**config.mk**
```make
export PLATFORM = sky130hd
export DESIGN_NAME = lcdc_regs
export DESIGN_NICKNAME = d
export VERILOG_FILES = /design/src/rtl/lcdc_pkg.sv /design/src/rtl/lcdc_addr_dec.sv /design/src/rtl/lcdc_status.sv /design/src/rtl/lcdc_en_fsm.sv /design/src/rtl/lcdc_regs.sv
export SDC_FILE = /design/constraint.sdc
export NUM_CORES = 1
export LEC_CHECK = 0
export BUFFER_PORTS_ARGS = -buffer_cell sky130_fd_sc_hd__buf_2
export CORE_ASPECT_RATIO = 1.4
export CORE_MARGIN = 8
export CORE_UTILIZATION = 25
export CTS_CLUSTER_DIAMETER = 60
export CTS_CLUSTER_SIZE = 14
export DETAILED_ROUTE_END_ITERATION = 7
export PLACE_DENSITY_LB_ADDON = 0.25
export REMOVE_ABC_BUFFERS = 1
export SYNTH_ARGS = -nofsm -noshare
export SYNTH_HDL_FRONTEND = slang
export SYNTH_SLANG_ARGS = --single-unit
export TNS_END_PERCENT = 30
```
**constraint.sdc**
```tcl
create_clock -name clk -period 2.1 [get_ports clk]
set_clock_uncertainty 0.2 [all_clocks]
set_input_delay 0.21 -clock clk [delete_from_list [all_inputs] [get_ports clk]]
set_output_delay 0.21 -clock clk [all_outputs]
set_load 0.03 [all_outputs]
```
**src/rtl/lcdc_pkg.sv**
```systemverilog
package lcdc_pkg;
    localparam int DATA_W = 32;

    typedef enum logic [2:0] {
        REG_CTRL = 3'd0,
        REG_TIM0 = 3'd1,
        REG_TIM1 = 3'd2,
        REG_TIM2 = 3'd3,
        REG_STAT = 3'd4,
        REG_SUBP = 3'd5
    } lcdc_reg_e;

    localparam int NUM_REGS = 6;

    typedef enum logic {
        EN_OFF = 1'b0,
        EN_ON  = 1'b1
    } en_state_e;

    // fixed read patterns and write masks
    localparam logic [DATA_W-1:0] CTRL_RD_FIXED = 32'hfe00_0c34;
    localparam logic [DATA_W-1:0] CTRL_MISC_MSK = 32'h01cf_f300;
    localparam logic [DATA_W-1:0] TIM0_RD_FIXED = 32'h0000_000f;
    localparam logic [DATA_W-1:0] TIM2_RD_FIXED = 32'hfc00_0000;
    localparam logic [DATA_W-1:0] SUBP_WR_MSK   = 32'ha1ff_ffff;

    // bit positions inside control and status
    localparam int CTRL_EN_BIT   = 0;
    localparam int CTRL_MONO_BIT = 1;
    localparam int CTRL_IE_LSB   = 3;
    localparam int CTRL_TFT_BIT  = 7;
    localparam int CTRL_TFT_HI   = 23;
    localparam int CTRL_PLM_LSB  = 20;
    localparam int STAT_FRM_BIT  = 0;
    localparam int STAT_SYN_BIT  = 2;
    localparam int STAT_PAL_BIT  = 6;
endpackage

```
**src/rtl/lcdc_addr_dec.sv**
```systemverilog
module lcdc_addr_dec
    import lcdc_pkg::*;
#(
    parameter int ADDR_W = 8
) (
    input  logic [ADDR_W-1:0]   addr,
    output logic [NUM_REGS-1:0] sel,
    output logic                hit,
    output lcdc_reg_e           idx
);
    localparam int IDX_W = ADDR_W - 2;

    logic aligned;
    assign aligned = (addr[1:0] == 2'b00);

    for (genvar g = 0; g < NUM_REGS; g++) begin : g_sel
        assign sel[g] = aligned && (addr[ADDR_W-1:2] == IDX_W'(g));
    end

    assign hit = |sel;
    assign idx = lcdc_reg_e'(addr[4:2]);
endmodule

```
**src/rtl/lcdc_status.sv**
```systemverilog
module lcdc_status
    import lcdc_pkg::*;
(
    input  logic              clk,
    input  logic              rst_n,
    input  logic              clr_wr,
    input  logic [DATA_W-1:0] clr_data,
    input  logic              set_frame,
    input  logic              set_pal,
    input  logic              set_sync,
    input  logic [1:0]        ie,
    output logic              flg_frame,
    output logic              flg_pal,
    output logic              flg_sync,
    output logic              irq
);
    logic clr_frame, clr_pal, clr_sync;

    assign clr_frame = clr_wr && clr_data[STAT_FRM_BIT];
    assign clr_pal   = clr_wr && clr_data[STAT_PAL_BIT];
    assign clr_sync  = clr_wr && clr_data[STAT_SYN_BIT];

    always_ff @(posedge clk) begin
        if (!rst_n) begin
            flg_frame <= 1'b0;
            flg_pal   <= 1'b0;
            flg_sync  <= 1'b0;
        end else begin
            flg_frame <= set_frame || (flg_frame && !clr_frame);
            flg_pal   <= set_pal   || (flg_pal   && !clr_pal);
            flg_sync  <= set_sync  || (flg_sync  && !clr_sync);
        end
    end

    assign irq = (flg_frame && ie[0]) || (flg_pal && ie[1]) || flg_sync;
endmodule

```
**src/rtl/lcdc_en_fsm.sv**
```systemverilog
module lcdc_en_fsm
    import lcdc_pkg::*;
(
    input  logic clk,
    input  logic rst_n,
    input  logic ctrl_wr,
    input  logic want_en,
    output logic lcd_enable,
    output logic en_pulse
);
    en_state_e state, state_nx;
    logic      pulse_nx;

    always_ff @(posedge clk) begin
        if (!rst_n) begin
            state    <= EN_OFF;
            en_pulse <= 1'b0;
        end else begin
            state    <= state_nx;
            en_pulse <= pulse_nx;
        end
    end

    always_comb begin
        state_nx = state;
        pulse_nx = 1'b0;
        unique case (state)
            EN_OFF: if (ctrl_wr && want_en) begin
                state_nx = EN_ON;
                pulse_nx = 1'b1;
            end
            EN_ON: if (ctrl_wr && !want_en) begin
                state_nx = EN_OFF;
                pulse_nx = 1'b1;
            end
        endcase
    end

    assign lcd_enable = (state == EN_ON);
endmodule

```
**src/rtl/lcdc_regs.sv**
```systemverilog
module lcdc_regs
    import lcdc_pkg::*;
#(
    parameter int ADDR_W = 8,
    parameter int DIM_W  = 10
) (
    input  logic              clk,
    input  logic              rst_n,
    input  logic [ADDR_W-1:0] bus_addr,
    input  logic              bus_wr,
    input  logic              bus_rd,
    input  logic [31:0]       bus_wdata,
    output logic [31:0]       bus_rdata,
    input  logic              set_frame_done,
    input  logic              set_pal_loaded,
    input  logic              set_sync_err,
    output logic              lcd_enable,
    output logic              en_pulse,
    output logic [1:0]        pal_mode,
    output logic              tft_mode,
    output logic              mono_mode,
    output logic [1:0]        irq_en,
    output logic [DIM_W-1:0]  panel_w_m1,
    output logic [DIM_W-1:0]  panel_h_m1,
    output logic              irq
);
    localparam int HI_W = DATA_W - DIM_W;

    logic [NUM_REGS-1:0] sel;
    logic                hit;
    lcdc_reg_e           idx;

    lcdc_addr_dec #(.ADDR_W(ADDR_W)) u_dec (
        .addr (bus_addr),
        .sel  (sel),
        .hit  (hit),
        .idx  (idx)
    );

    logic wr_ctrl, wr_tim0, wr_tim1, wr_tim2, wr_stat, wr_subp;
    assign wr_ctrl = bus_wr && sel[REG_CTRL];
    assign wr_tim0 = bus_wr && sel[REG_TIM0];
    assign wr_tim1 = bus_wr && sel[REG_TIM1];
    assign wr_tim2 = bus_wr && sel[REG_TIM2];
    assign wr_stat = bus_wr && sel[REG_STAT];
    assign wr_subp = bus_wr && sel[REG_SUBP];

    logic [DATA_W-1:0] ctrl_misc, tim2_q, subp_q;
    logic [HI_W-1:0]   tim0_hi, tim1_hi;

    always_ff @(posedge clk) begin
        if (!rst_n) begin
            ctrl_misc  <= '0;
            pal_mode   <= '0;
            tft_mode   <= 1'b0;
            irq_en     <= '0;
            mono_mode  <= 1'b0;
            tim0_hi    <= '0;
            panel_w_m1 <= '0;
            tim1_hi    <= '0;
            panel_h_m1 <= '0;
            tim2_q     <= '0;
            subp_q     <= '0;
        end else begin
            if (wr_ctrl) begin
                ctrl_misc <= bus_wdata & CTRL_MISC_MSK;
                pal_mode  <= bus_wdata[CTRL_PLM_LSB +: 2];
                tft_mode  <= bus_wdata[CTRL_TFT_BIT];
                irq_en    <= bus_wdata[CTRL_IE_LSB +: 2];
                mono_mode <= bus_wdata[CTRL_MONO_BIT];
            end
            if (wr_tim0) begin
                tim0_hi    <= bus_wdata[DATA_W-1:DIM_W];
                panel_w_m1 <= bus_wdata[DIM_W-1:0];
            end
            if (wr_tim1) begin
                tim1_hi    <= bus_wdata[DATA_W-1:DIM_W];
                panel_h_m1 <= bus_wdata[DIM_W-1:0];
            end
            if (wr_tim2) tim2_q <= bus_wdata;
            if (wr_subp) subp_q <= bus_wdata & SUBP_WR_MSK;
        end
    end

    logic flg_frame, flg_pal, flg_sync;

    lcdc_status u_stat (
        .clk       (clk),
        .rst_n     (rst_n),
        .clr_wr    (wr_stat),
        .clr_data  (bus_wdata),
        .set_frame (set_frame_done),
        .set_pal   (set_pal_loaded),
        .set_sync  (set_sync_err),
        .ie        (irq_en),
        .flg_frame (flg_frame),
        .flg_pal   (flg_pal),
        .flg_sync  (flg_sync),
        .irq       (irq)
    );

    lcdc_en_fsm u_en (
        .clk        (clk),
        .rst_n      (rst_n),
        .ctrl_wr    (wr_ctrl),
        .want_en    (bus_wdata[CTRL_EN_BIT]),
        .lcd_enable (lcd_enable),
        .en_pulse   (en_pulse)
    );

    logic [DATA_W-1:0] ctrl_rd, stat_rd, rd_word;

    always_comb begin
        ctrl_rd = CTRL_RD_FIXED | ctrl_misc;
        ctrl_rd[CTRL_PLM_LSB +: 2] = ctrl_rd[CTRL_PLM_LSB +: 2] | pal_mode;
        ctrl_rd[CTRL_TFT_HI]       = ctrl_rd[CTRL_TFT_HI] | tft_mode;
        ctrl_rd[CTRL_TFT_BIT]      = ctrl_rd[CTRL_TFT_BIT] | tft_mode;
        ctrl_rd[CTRL_IE_LSB +: 2]  = ctrl_rd[CTRL_IE_LSB +: 2] | irq_en;
        ctrl_rd[CTRL_MONO_BIT]     = ctrl_rd[CTRL_MONO_BIT] | mono_mode;
        ctrl_rd[CTRL_EN_BIT]       = ctrl_rd[CTRL_EN_BIT] | lcd_enable;
    end

    always_comb begin
        stat_rd = '0;
        stat_rd[STAT_FRM_BIT] = flg_frame;
        stat_rd[STAT_SYN_BIT] = flg_sync;
        stat_rd[STAT_PAL_BIT] = flg_pal;
    end

    always_comb begin
        rd_word = '0;
        if (hit) begin
            unique case (idx)
                REG_CTRL: rd_word = ctrl_rd;
                REG_TIM0: rd_word = {tim0_hi, panel_w_m1} | TIM0_RD_FIXED;
                REG_TIM1: rd_word = {tim1_hi, panel_h_m1};
                REG_TIM2: rd_word = tim2_q | TIM2_RD_FIXED;
                REG_STAT: rd_word = stat_rd;
                REG_SUBP: rd_word = subp_q;
                default:  rd_word = '0;
            endcase
        end
    end

    always_ff @(posedge clk) begin
        if (!rst_n)      bus_rdata <= '0;
        else if (bus_rd) bus_rdata <= rd_word;
    end
endmodule

```
After elaboration in Yosys (flattened, before gate mapping)
Cells that the tools add are included.
{ "totals": {"ff_bits": 173, "latch_bits": 0, "ramBits": 0, "romBits": 0, "inputBits": 47, "elab_cells": 71, "n_memories": 0} }
{ "op_classes": {"add_sub_neg": 0, "mul": 0, "n_div": 0, "n_lt_le_gt_ge": 0, "eq_ne": 10, "n_shift": 0, "mux": 7, "bitwise_logic": 2, "n_reduce_logical": 35} }
{ "ops": {"columns": ["op", "n"], "rows": [
  ["$pmux 32 s6", 1],
  ["$mux 32", 1],
  ["$logic_and 1x1->1", 22],
  ["$eq 6x2->1 const B", 2],
  ["$eq 6x3->1 const B", 2],
  ["$eq 3x2->1 const B", 2],
  ["$eq 3x3->1 const B", 2],
  ["$eq 6x1->1 const B", 1],
  ["$logic_not 6->1", 1],
  ["$reduce_or 6->1", 1],
  ["$logic_or 1x1->1", 5],
  ["$logic_not 1->1", 4],
  ["$pmux 1 s2", 2],
  ["$eq 3x1->1 const B", 1],
  ["$logic_not 3->1", 1],
  ["$mux 1", 3],
  ["$logic_not 2->1", 1],
  ["$not 1->1", 1],
  ["$or 1x1->1", 1]
]} }

Logic depth before layout (Yosys ltp)
Gate-level depths: netlist of run 1.
{ "depth": {"depth_word": 7, "mapped_depth": 7} }

Cells and area by module
From an unflattened synthesis of run 1, not the netlist that was laid out.
{ "hier_totals": {"cells_unflattened": 931, "hier_area_um2": 7658.6} }
{ "modules_own_cells": {"columns": ["module", "n_inst", "cells_per_inst", "area_per_inst_um2", "seq_area_each_um2"], "rows": [
  ["lcdc_regs", 1, 896, 7348.3, 3363.2],
  ["lcdc_addr_dec", 1, 16, 123.9, 0.0],
  ["lcdc_status", 1, 13, 115.1, 60.1],
  ["lcdc_en_fsm", 1, 6, 71.3, 40.0]
]} }

Worst setup path before layout of run 1
No wires, ideal clock.
{ "synth_path": {"path_type": "input -> register", "start": "input bus_addr[0]", "end": "register bus_rdata[12]", "setup_ns": 0.061, "t_arrival_ns": 1.514, "slack_ns": 0.325, "stages": 6, "n_path_buf": 2, "path_cell_list": "nor4_2 buf_4 or3b_4 a21oi_4 buf_6 a32o_1"} }
{ "synth_via": {"elab_chain_cells": 4, "word_cells_on_any_way": 9} }
{ "synth_rtl": {"columns": ["element", "line", "source"], "rows": [
  ["start: declaration", "lcdc_regs.sv:9", "input logic [ADDR_W-1:0] bus_addr,"],
  ["$logic_not 2->1 *", "lcdc_addr_dec.sv:14", "assign aligned = (addr[1:0] == 2'b00);"],
  ["$logic_and 1x1->1", "lcdc_addr_dec.sv:17", "assign sel[g] = aligned && (addr[ADDR_W-1:2] == IDX_W'(g));"],
  ["$reduce_or 6->1 *", "lcdc_addr_dec.sv:20", "assign hit = |sel;"],
  ["$mux 32 *", "lcdc_regs.sv:132", "if (hit) begin"],
  ["end signal: assignment", "lcdc_regs.sv:147", "else if (bus_rd) bus_rdata <= rd_word;"],
  ["end: declaration", "lcdc_regs.sv:13", "output logic [31:0] bus_rdata,"]
]} }
Mark *: on every way between the ends. The rest lies on a longest branch, timed or not.
A chain may end at the register's enable or synchronous reset.

==> flow_summary.ini, run 1 <==
[timing]
fin_crit_sh_pct = 94.3
setup_viol = 0
rsz0062_at_grt = false
finalSetupTns_ps = 0
finalHoldViolCount = 0
fmax_ghz = 0.505
layout_min_cycle_time_ps = 1980
relSlewSlack_pct = 66.8
worst_pin_slew_ps = 497
slew_violations = 0

[detailed_routing]
num_vias = 6175
drt_first_pass_iters = 4
routedWlPerCell_um = 17.0
wirelength_um = 22300
ant_nets = 0
routed_via_density = 4.70
first_iter_violations = 411
drc = 0

[floorplan]
coreArea_mm2 = 0.0282
io_pins = 108
fp-row-count = 73
die_y_um = 216
fp.dieW_um = 159
dieArea_mm2 = 0.0343
start_util_pct = 25.3

[cts]
numClockSinks = 173
cts_buffer_depth = 2
clk_pin_slew_worst_paths_ps = 80
cts_made_buffers = 17
htree_levels = 4
clk_latency_ps = 430
root_buffer = clkbuf_16
cts_tree = done

[pwr]
vdd_drop_max_uv = 413
p_per_area_mw_per_mm2 = 754
power.leakage_nw = 3.64

[finish]
drive_gt1_share_pct = 27.1
final_common_cell = dfxtp_1
fillers = 2953
syn_to_final_growth_pct = 29.8
fin_util_pct = 32.8
layout.nets = 972
final_cell_mix = 173 x dfxtp_1, 106 x buf_2, 85 x nand2_1

[yosys]
postSynth.asyncResetShare_pct = 0
yosys.area.top_type = dfxtp_1
ys_ff_latch = 173
yosys-top-cells-area = dfxtp_1 49%, a31o_2 6.1%, o21ai_0 5.8%, nand3_1 5.0%, nand2_1 4.5%
synth_top_cell_area_share_pct = 48.6
syn_inst = 791
synth_ff_type = dfxtp_1
synth_edf_count = 0
yosys_warnings = 0
syn_area_per_cell_um2 = 9.02
seq_area_frac_synth_pct = 48.6
ys_types = 50
netlist_area_mm2 = 0.00713

[worst_setup_path]
r2r-start = panel_w_m1[7]$_SDFFE_PN0P_
crit_path_frequent_cell = dlygate4sd3_1
crit_family = buffers and inverters
crit_type = primary input to register
path_buf_inv = 4
path_cells = dlygate4sd3_1 > buf_2 > nand2_1 > dlygate4sd3_1 > o21ai_0 > dlygate4sd3_1
end_kind = register
cp-start-kind = primary input
cp_slowest_cell = dlygate4sd3_1
critPathRequiredTime_ps = 2230
slowest_delay_ps = 570
path_max_fanout = 2
crit_start = bus_wdata[30]
worstPathArrival_ps = 2110

[place]
place.port_buffers = 107
routabilityCongestion = 0.728
place_hpwl_um = 15500

[global_routing]
first_global_vias = 6290
grt_remaining_overflow = 0
antenna_found_initial = 2
grt_max_degree = 72
grt_use_total_pct = 13.1
grt_first_pass_wirelength_um = 35600

[hold_path]
worstHoldPathType = primary input to register
min_from = rst_n

[status]
status = complete, no violations

[job]
maxCapViolCount = 0
where the power goes:
part           switching (mW)  internal, mW  total (mW)
combinational           0.266         0.195       0.461
sequential            0.00605          3.29        3.29
clock                    1.44          1.79        3.23
total                    1.71          5.28        6.98
logic make-up after synthesis:
group,synth area share (%)
AND/OR/NAND/NOR,17.7
AO/OA/AOI/OAI,23.5
flip-flops,48.6
buffers and inverters,4.61
multiplexers,5.49
XOR/XNOR,0.123
metrics by stage:
| stage | setup WS [ps] | instance area, µm² | cells | hold slack, ps | power, mW |
|---|---|---|---|---|---|
| after floorplan | -1040 | 6830 | 717 | 131 | 3.50 |
| after global placement | 126 | 8270 | 1243 | 237 | 3.78 |
| after detailed placement | 123 | 8270 | 1243 | 246 | 3.78 |
| after CTS | 146 | 9250 | 1313 | 5.97 | 7.08 |
| after global routing | 80.0 | 9260 | 1315 | 23.5 | 7.25 |
| final | 120 | 9260 | 1315 | 21.4 | 6.98 |
routing by layer:
layer / share of wire, % / GRT usage (%) / wire length [µm]
met3: 3.7 / 3.22 / 824
met5: 0 / 0 / 0
met4: 1.8 / 4.71 / 403
met2: 52 / 23.9 / 11700
met1: 42 / 14.5 / 9390
worst paths after layout:
| path | to | cells past startpoint | slack [ps] |
|---|---|---|---|
| max | tim1_hi[20]$_SDFFE_PN0P_ | 6 | 120 |
| min | subp_q[10]$_SDFFE_PN0P_ | 3 | 20 |
| max reg2reg | bus_rdata[7]$_SDFFE_PN0P_ | 3 | 640 |
| min reg2reg | bus_rdata[23]$_SDFFE_PN0P_ | 2 | 260 |
Yosys cell counts (2+ instances only):
cell	count
clkbuf_1	50
o22ai_1	5
mux4_2	2
buf_2	13
nand2_1	85
dfxtp_1	173
inv_1	6
a21boi_0	24
nand2b_1	13
and2_1	3
nand3b_1	4
nor3b_1	2
a221o_1	13
o31ai_1	4
a31o_2	50
buf_1	8
nand4b_1	5
a41oi_1	3
nor2b_1	6
mux2i_1	20
o21ai_1	4
o22a_1	6
a22o_1	10
nor2_1	64
nor3_1	3
o21ai_0	82
a32o_1	9
mux2_2	13
o2bb2ai_1	2
nand3_1	71
and3b_1	4
a21oi_1	6
a22oi_1	11
state kept, by name, summed over array words and instances, names as in the netlist, 2 cells and up, named ones only:
name and count:
bus_rdata 32, subp_q 27, tim2_q 26, tim0_hi 22
tim1_hi 22, ctrl_misc 13, panel_h_m1 10, panel_w_m1 10
irq_en 2, pal_mode 2
worst min-delay path, delay by kind of cell:
| kind | cells | cell delay, ps |
|---|---|---|
| AO/OA/AOI/OAI | 1 | 100 |
| buffers and inverters | 1 | 140 |
| AND/OR/NAND/NOR | 1 | 150 |
cell type report:
| class | instances | area [µm²] | share of cell area, % |
|---|---|---|---|
| diodes | 2 | 5.00 | 0.0541 |
| well taps | 375 | 469 | 5.07 |
| clock buffers | 17 | 425 | 4.60 |
| inverters | 6 | 22.5 | 0.243 |
| multi-input cells | 538 | 3340 | 36.1 |
| repair buffers | 189 | 1350 | 14.6 |
| flip-flops and latches | 173 | 3460 | 37.4 |
| clock inverters | 15 | 175 | 1.89 |
repair_timing:
action                     CTS  global route
hold buffers                38             0
hold endpoints to repair   124             0
resized for setup            0             0
setup endpoints to repair    0             0
buffers inserted             0             0
(Power assumes the default switching activity.)
==> inputs of run 2 (changes only) <==
Settings changed: CORE_MARGIN 8 to 4, REMOVE_ABC_BUFFERS 1 to unset.
==> flow_summary.ini, run 2 (same netlist as run 1, synthesis figures left out) <==
[detailed_routing]
routedWlPerCell_um = 17.2
routed_via_density = 4.75
wirelength_um = 22400
ant_nets = 0
drt_first_pass_iters = 4
num_vias = 6198
drc = 0
first_iter_violations = 357

[finish]
syn_to_final_growth_pct = 28.3
final_cell_mix = 173 x dfxtp_1, 106 x buf_2, 85 x nand2_1
final_common_cell = dfxtp_1
antennaDiodeCount = 0
top_regs = bus_rdata: 32 flops, subp_q: 27 flops, tim2_q: 26 flops
drive_gt1_share_pct = 27.1
layout.nets = 968
largest_reg_flops = 32
top_register = bus_rdata

[timing]
finalHoldViolCount = 0
finalSetupTns_ps = 0
worst_pin_slew_ps = 510
relSlewSlack_pct = 65.9
hold_slack_ps = 49.3
setup_viol = 0
slew_violations = 0
fin_crit_sh_pct = 87.4
fmax_ghz = 0.545
rsz0062_at_grt = false
layout_min_cycle_time_ps = 1830

[hold_path]
min_from = bus_addr[1]
worstHoldPathType = primary input to register

[worst_setup_path]
worstPathArrival_ps = 1960
end_kind = register
crit_start = bus_addr[0]
critPathRequiredTime_ps = 2230
path_max_fanout = 8
cp-start-kind = primary input
crit_type = primary input to register
r2r-start = u_stat.flg_pal$_SDFF_PN0_

[cts]
cts_tree = done
root_buffer = clkbuf_16
cts_buffer_depth = 2
numClockSinks = 173
cts_made_buffers = 17
clk_latency_ps = 440
clk_pin_slew_worst_paths_ps = 80
htree_levels = 4

[pwr]
pwr-share-comb_pct = 6.5
p_per_area_mw_per_mm2 = 757
switchingPower_mw = 1.70
pwr-share-clk_pct = 46.0
swShare_pct = 24.5
power.leakage_nw = 3.61
vdd_drop_max_uv = 371
p_int_mw = 5.24
seqPwrFrac_pct = 47.5

[floorplan]
io_pins = 108
fp-row-count = 72
coreArea_mm2 = 0.0279
die_y_um = 208
fp.dieW_um = 151
start_util_pct = 25.5
dieArea_mm2 = 0.0313

[status]
status = complete, no violations

[place]
routabilityCongestion = 0.725
place.port_buffers = 107
place_hpwl_um = 15600

[global_routing]
grt_use_total_pct = 14.2
grt_max_degree = 79
grt_remaining_overflow = 0
first_global_vias = 6035
antenna_found_initial = 2
grt_first_pass_wirelength_um = 34600

[job]
maxCapViolCount = 0

[yosys]
syn_nets = 838
==> run 2: cell count changes in the layout (fill, tap and decap cells not counted), sizes merged <==
cell         before  now
diode             2    0
clkinv            2    6
buf             151  150
inv              14   10
dlygate4sd3      38   35
==> run 2: cell type report <==
type,instances,area (µm²)
tap,370,463
timing repair buffer,185,1270
clock buffer,17,425
multi-input combinational,538,3340
sequential,173,3460
clock inverter,15,163
fill,2970,18800
inverter,6,22.5
==> run 2: per-stage QoR <==
stage	instance area, µm²	power (mW)	util, %	setup slack (ps)	std cells
after floorplan	7130	3.59	-	325	791
after detailed placement	8220	3.77	29.4	168	1237
after global placement	8220	3.77	29.4	174	1237
final	9150	6.93	32.8	265	1304
after global routing	9150	7.17	32.8	195	1304
after CTS	9150	7.02	32.8	302	1304
==> run 2: what timing repair did <==
action / CTS / global route
setup buffers: 0 / 0
resized for setup: 0 / 0
endpoints found under the hold margin: 101 / 0
hold buffers: 35 / 0
==> run 2: power by group through the flow <==
stage,logic (mW),registers (mW),clock network (mW)
after global placement,0.404,3.37,0
after global routing,0.492,3.29,3.39
after detailed placement,0.405,3.37,0
final,0.451,3.29,3.19
after floorplan,0.221,3.37,0
after CTS,0.457,3.29,3.27
==> run 2: critical path, cell delays in order <==
cell and delay [ps]:
buf_2 130, nor4_2 260, buf_4 150, buf_4 140
nand3b_1 130, nor2_1 110, buf_4 140, a41oi_1 110
dlygate4sd3_1 580
==> run 2: metal layers <==
| metal | part of all wire [%] | track usage [%] | up-vias |
|---|---|---|---|
| met2 | 49 | 23.5 | 97 |
| met5 | 0.12 | 0 | - |
| li1 | - | - | 3111 |
| met1 | 45 | 18.4 | 2966 |
| met3 | 4.5 | 2.97 | 20 |
| met4 | 1.5 | 4.35 | 4 |
==> run 2: final timing paths <==
kind / endpoint / slack, ps / cells past startpoint
min: bus_rdata[10]$_SDFFE_PN0P_ / 50 / 3
min reg2reg: ctrl_misc[8]$_SDFFE_PN0P_ / 260 / 2
max: u_stat.flg_frame$_SDFF_PN0_ / 270 / 9
max reg2reg: u_stat.flg_pal$_SDFF_PN0_ / 610 / 3
==> inputs of run 3 (changes only) <==
Settings changed: GPL_TIMING_DRIVEN set to 0.
==> flow_summary.ini, run 3 (same netlist as run 1, synthesis figures left out) <==
[status]
status = complete, no violations

[cts]
root_buffer = clkbuf_16
numClockSinks = 173
post_cts_buffers = 0
cts_made_buffers = 17
cts_buffer_depth = 2
clk_latency_ps = 440
clk_pin_slew_worst_paths_ps = 70
htree_levels = 4
cts_tree = done

[pwr]
vdd_drop_max_uv = 314
p_per_area_mw_per_mm2 = 762
power_mw = 6.89
power.leakage_nw = 3.48

[timing]
fmax_ghz = 0.496
layout_min_cycle_time_ps = 2010
setup_viol = 0
fin_crit_sh_pct = 95.9
slew_violations = 0
finalSetupTns_ps = 0
rsz0062_at_grt = false
worst_pin_slew_ps = 807
relSlewSlack_pct = 46.2
finalHoldViolCount = 0

[detailed_routing]
drt_first_pass_iters = 5
routed_via_density = 5.05
first_iter_violations = 534
routedWlPerCell_um = 21.8
num_vias = 6733
wirelength_um = 29100
ant_nets = 0
drc = 0

[finish]
drive_gt1_share_pct = 23.2
largest_reg_flops = 32
layout.nets = 997
antennaDiodeCount = 0
multiInputGateArea_mm2 = 0.00334
final_cell_mix = 173 x dfxtp_1, 119 x buf_2, 85 x nand2_1
top_register = bus_rdata
final_common_cell = dfxtp_1
fillers = 2981
seqCellArea_mm2 = 0.00346
syn_to_final_growth_pct = 26.6
top_regs = bus_rdata: 32 flops, subp_q: 27 flops, tim2_q: 26 flops

[yosys]
syn_nets = 838

[floorplan]
die_y_um = 208
coreArea_mm2 = 0.0279
fp-row-count = 72
start_util_pct = 25.5
dieArea_mm2 = 0.0313
fp.dieW_um = 151
io_pins = 108

[global_routing]
first_global_vias = 6656
grt_first_pass_wirelength_um = 42600
grt_remaining_overflow = 0
grt_max_degree = 20
antenna_found_initial = 1
grt_use_total_pct = 18.3

[worst_setup_path]
cp-start-kind = primary input
path_max_fanout = 10
critPathRequiredTime_ps = 2260
crit_type = primary input to register
worstPathArrival_ps = 2170
end_kind = register

[job]
maxCapViolCount = 0

[hold_path]
worstHoldPathType = primary input to register

[place]
place_hpwl_um = 20900
place.port_buffers = 106
routabilityCongestion = 0.868
run 3: cell types whose count changed in the layout (fill, tap and decap cells not counted), moves of 2 or more:
cell,previous run,this run
clkbuf_1,0,49
buf_4,39,1
buf_2,106,119
buf_1,0,8
buf_12,5,0
clkinv_4,4,1
clkinvlp_4,3,6
clkbuf_2,0,2
run 3: through the flow:
stage	hold WS, ps	setup WS [ps]	util [%]	std cells	instance area, µm²
3_5_place_dp	250	-564	29.1	1267	8130
2_1_floorplan	132	325	-	791	7130
5_1_grt	37.7	18.6	32.3	1332	9030
3_3_place_gp	240	-560	29.1	1267	8130
4_1_cts	11.5	66.6	32.3	1332	9030
6_report	11.9	85.7	32.3	1332	9030
run 3: what timing repair did:
item / 4_1_cts / 5_1_grt
endpoints found under the setup margin: 3 / 10
pin swaps: 0 / 0
hold endpoints to repair: 91 / 0
hold buffers: 35 / 0
resized for setup: 0 / 2
run 3: worst paths after layout:
| path | to | slack [ps] | startpoint | depth (start not counted) |
|---|---|---|---|---|
| hold reg to reg | bus_rdata[21]$_SDFFE_PN0P_ | 250 | bus_rdata[21]$_SDFFE_PN0P_ | 2 |
| setup reg to reg | bus_rdata[7]$_SDFFE_PN0P_ | 600 | panel_w_m1[7]$_SDFFE_PN0P_ | 3 |
| hold / removal | bus_rdata[25]$_SDFFE_PN0P_ | 10 | bus_rd | 3 |
| setup / recovery | tim0_hi[20]$_SDFFE_PN0P_ | 90 | rst_n | 6 |
run 3: final cells by class:
type | count | area share (%)
clock inverters | 12 | 1.27
repair buffers | 141 | 9.75
clock buffers | 19 | 4.90
well taps | 370 | 5.13
multi-input cells | 538 | 37.0
inverters | 6 | 0.249
flip-flops and latches | 173 | 38.3
plain buffers | 73 | 3.37
run 3: power by group:
group	total, mW	switching, mW	leakage, nW	internal, mW
clock	3.10	1.43	0.254	1.67
combinational	0.492	0.328	1.83	0.164
sequential	3.29	0.00616	1.39	3.29
total	6.89	1.77	3.48	5.12
run 3: worst max-delay path, stage by stage:
cell and delay, ps:
buf_2 160, clkbuf_1 290, clkbuf_1 660, buf_1 590
nand3_1 150, o21ai_0 110
run 3: per-layer routing:
metal	vias to the layer above	routed length (µm)	global-route usage, %
met3	52	1580	3.49
li1	3178	-	-
met5	-	13	0
met2	211	14500	31.1
met4	2	929	7.32
met1	3290	12100	22.6
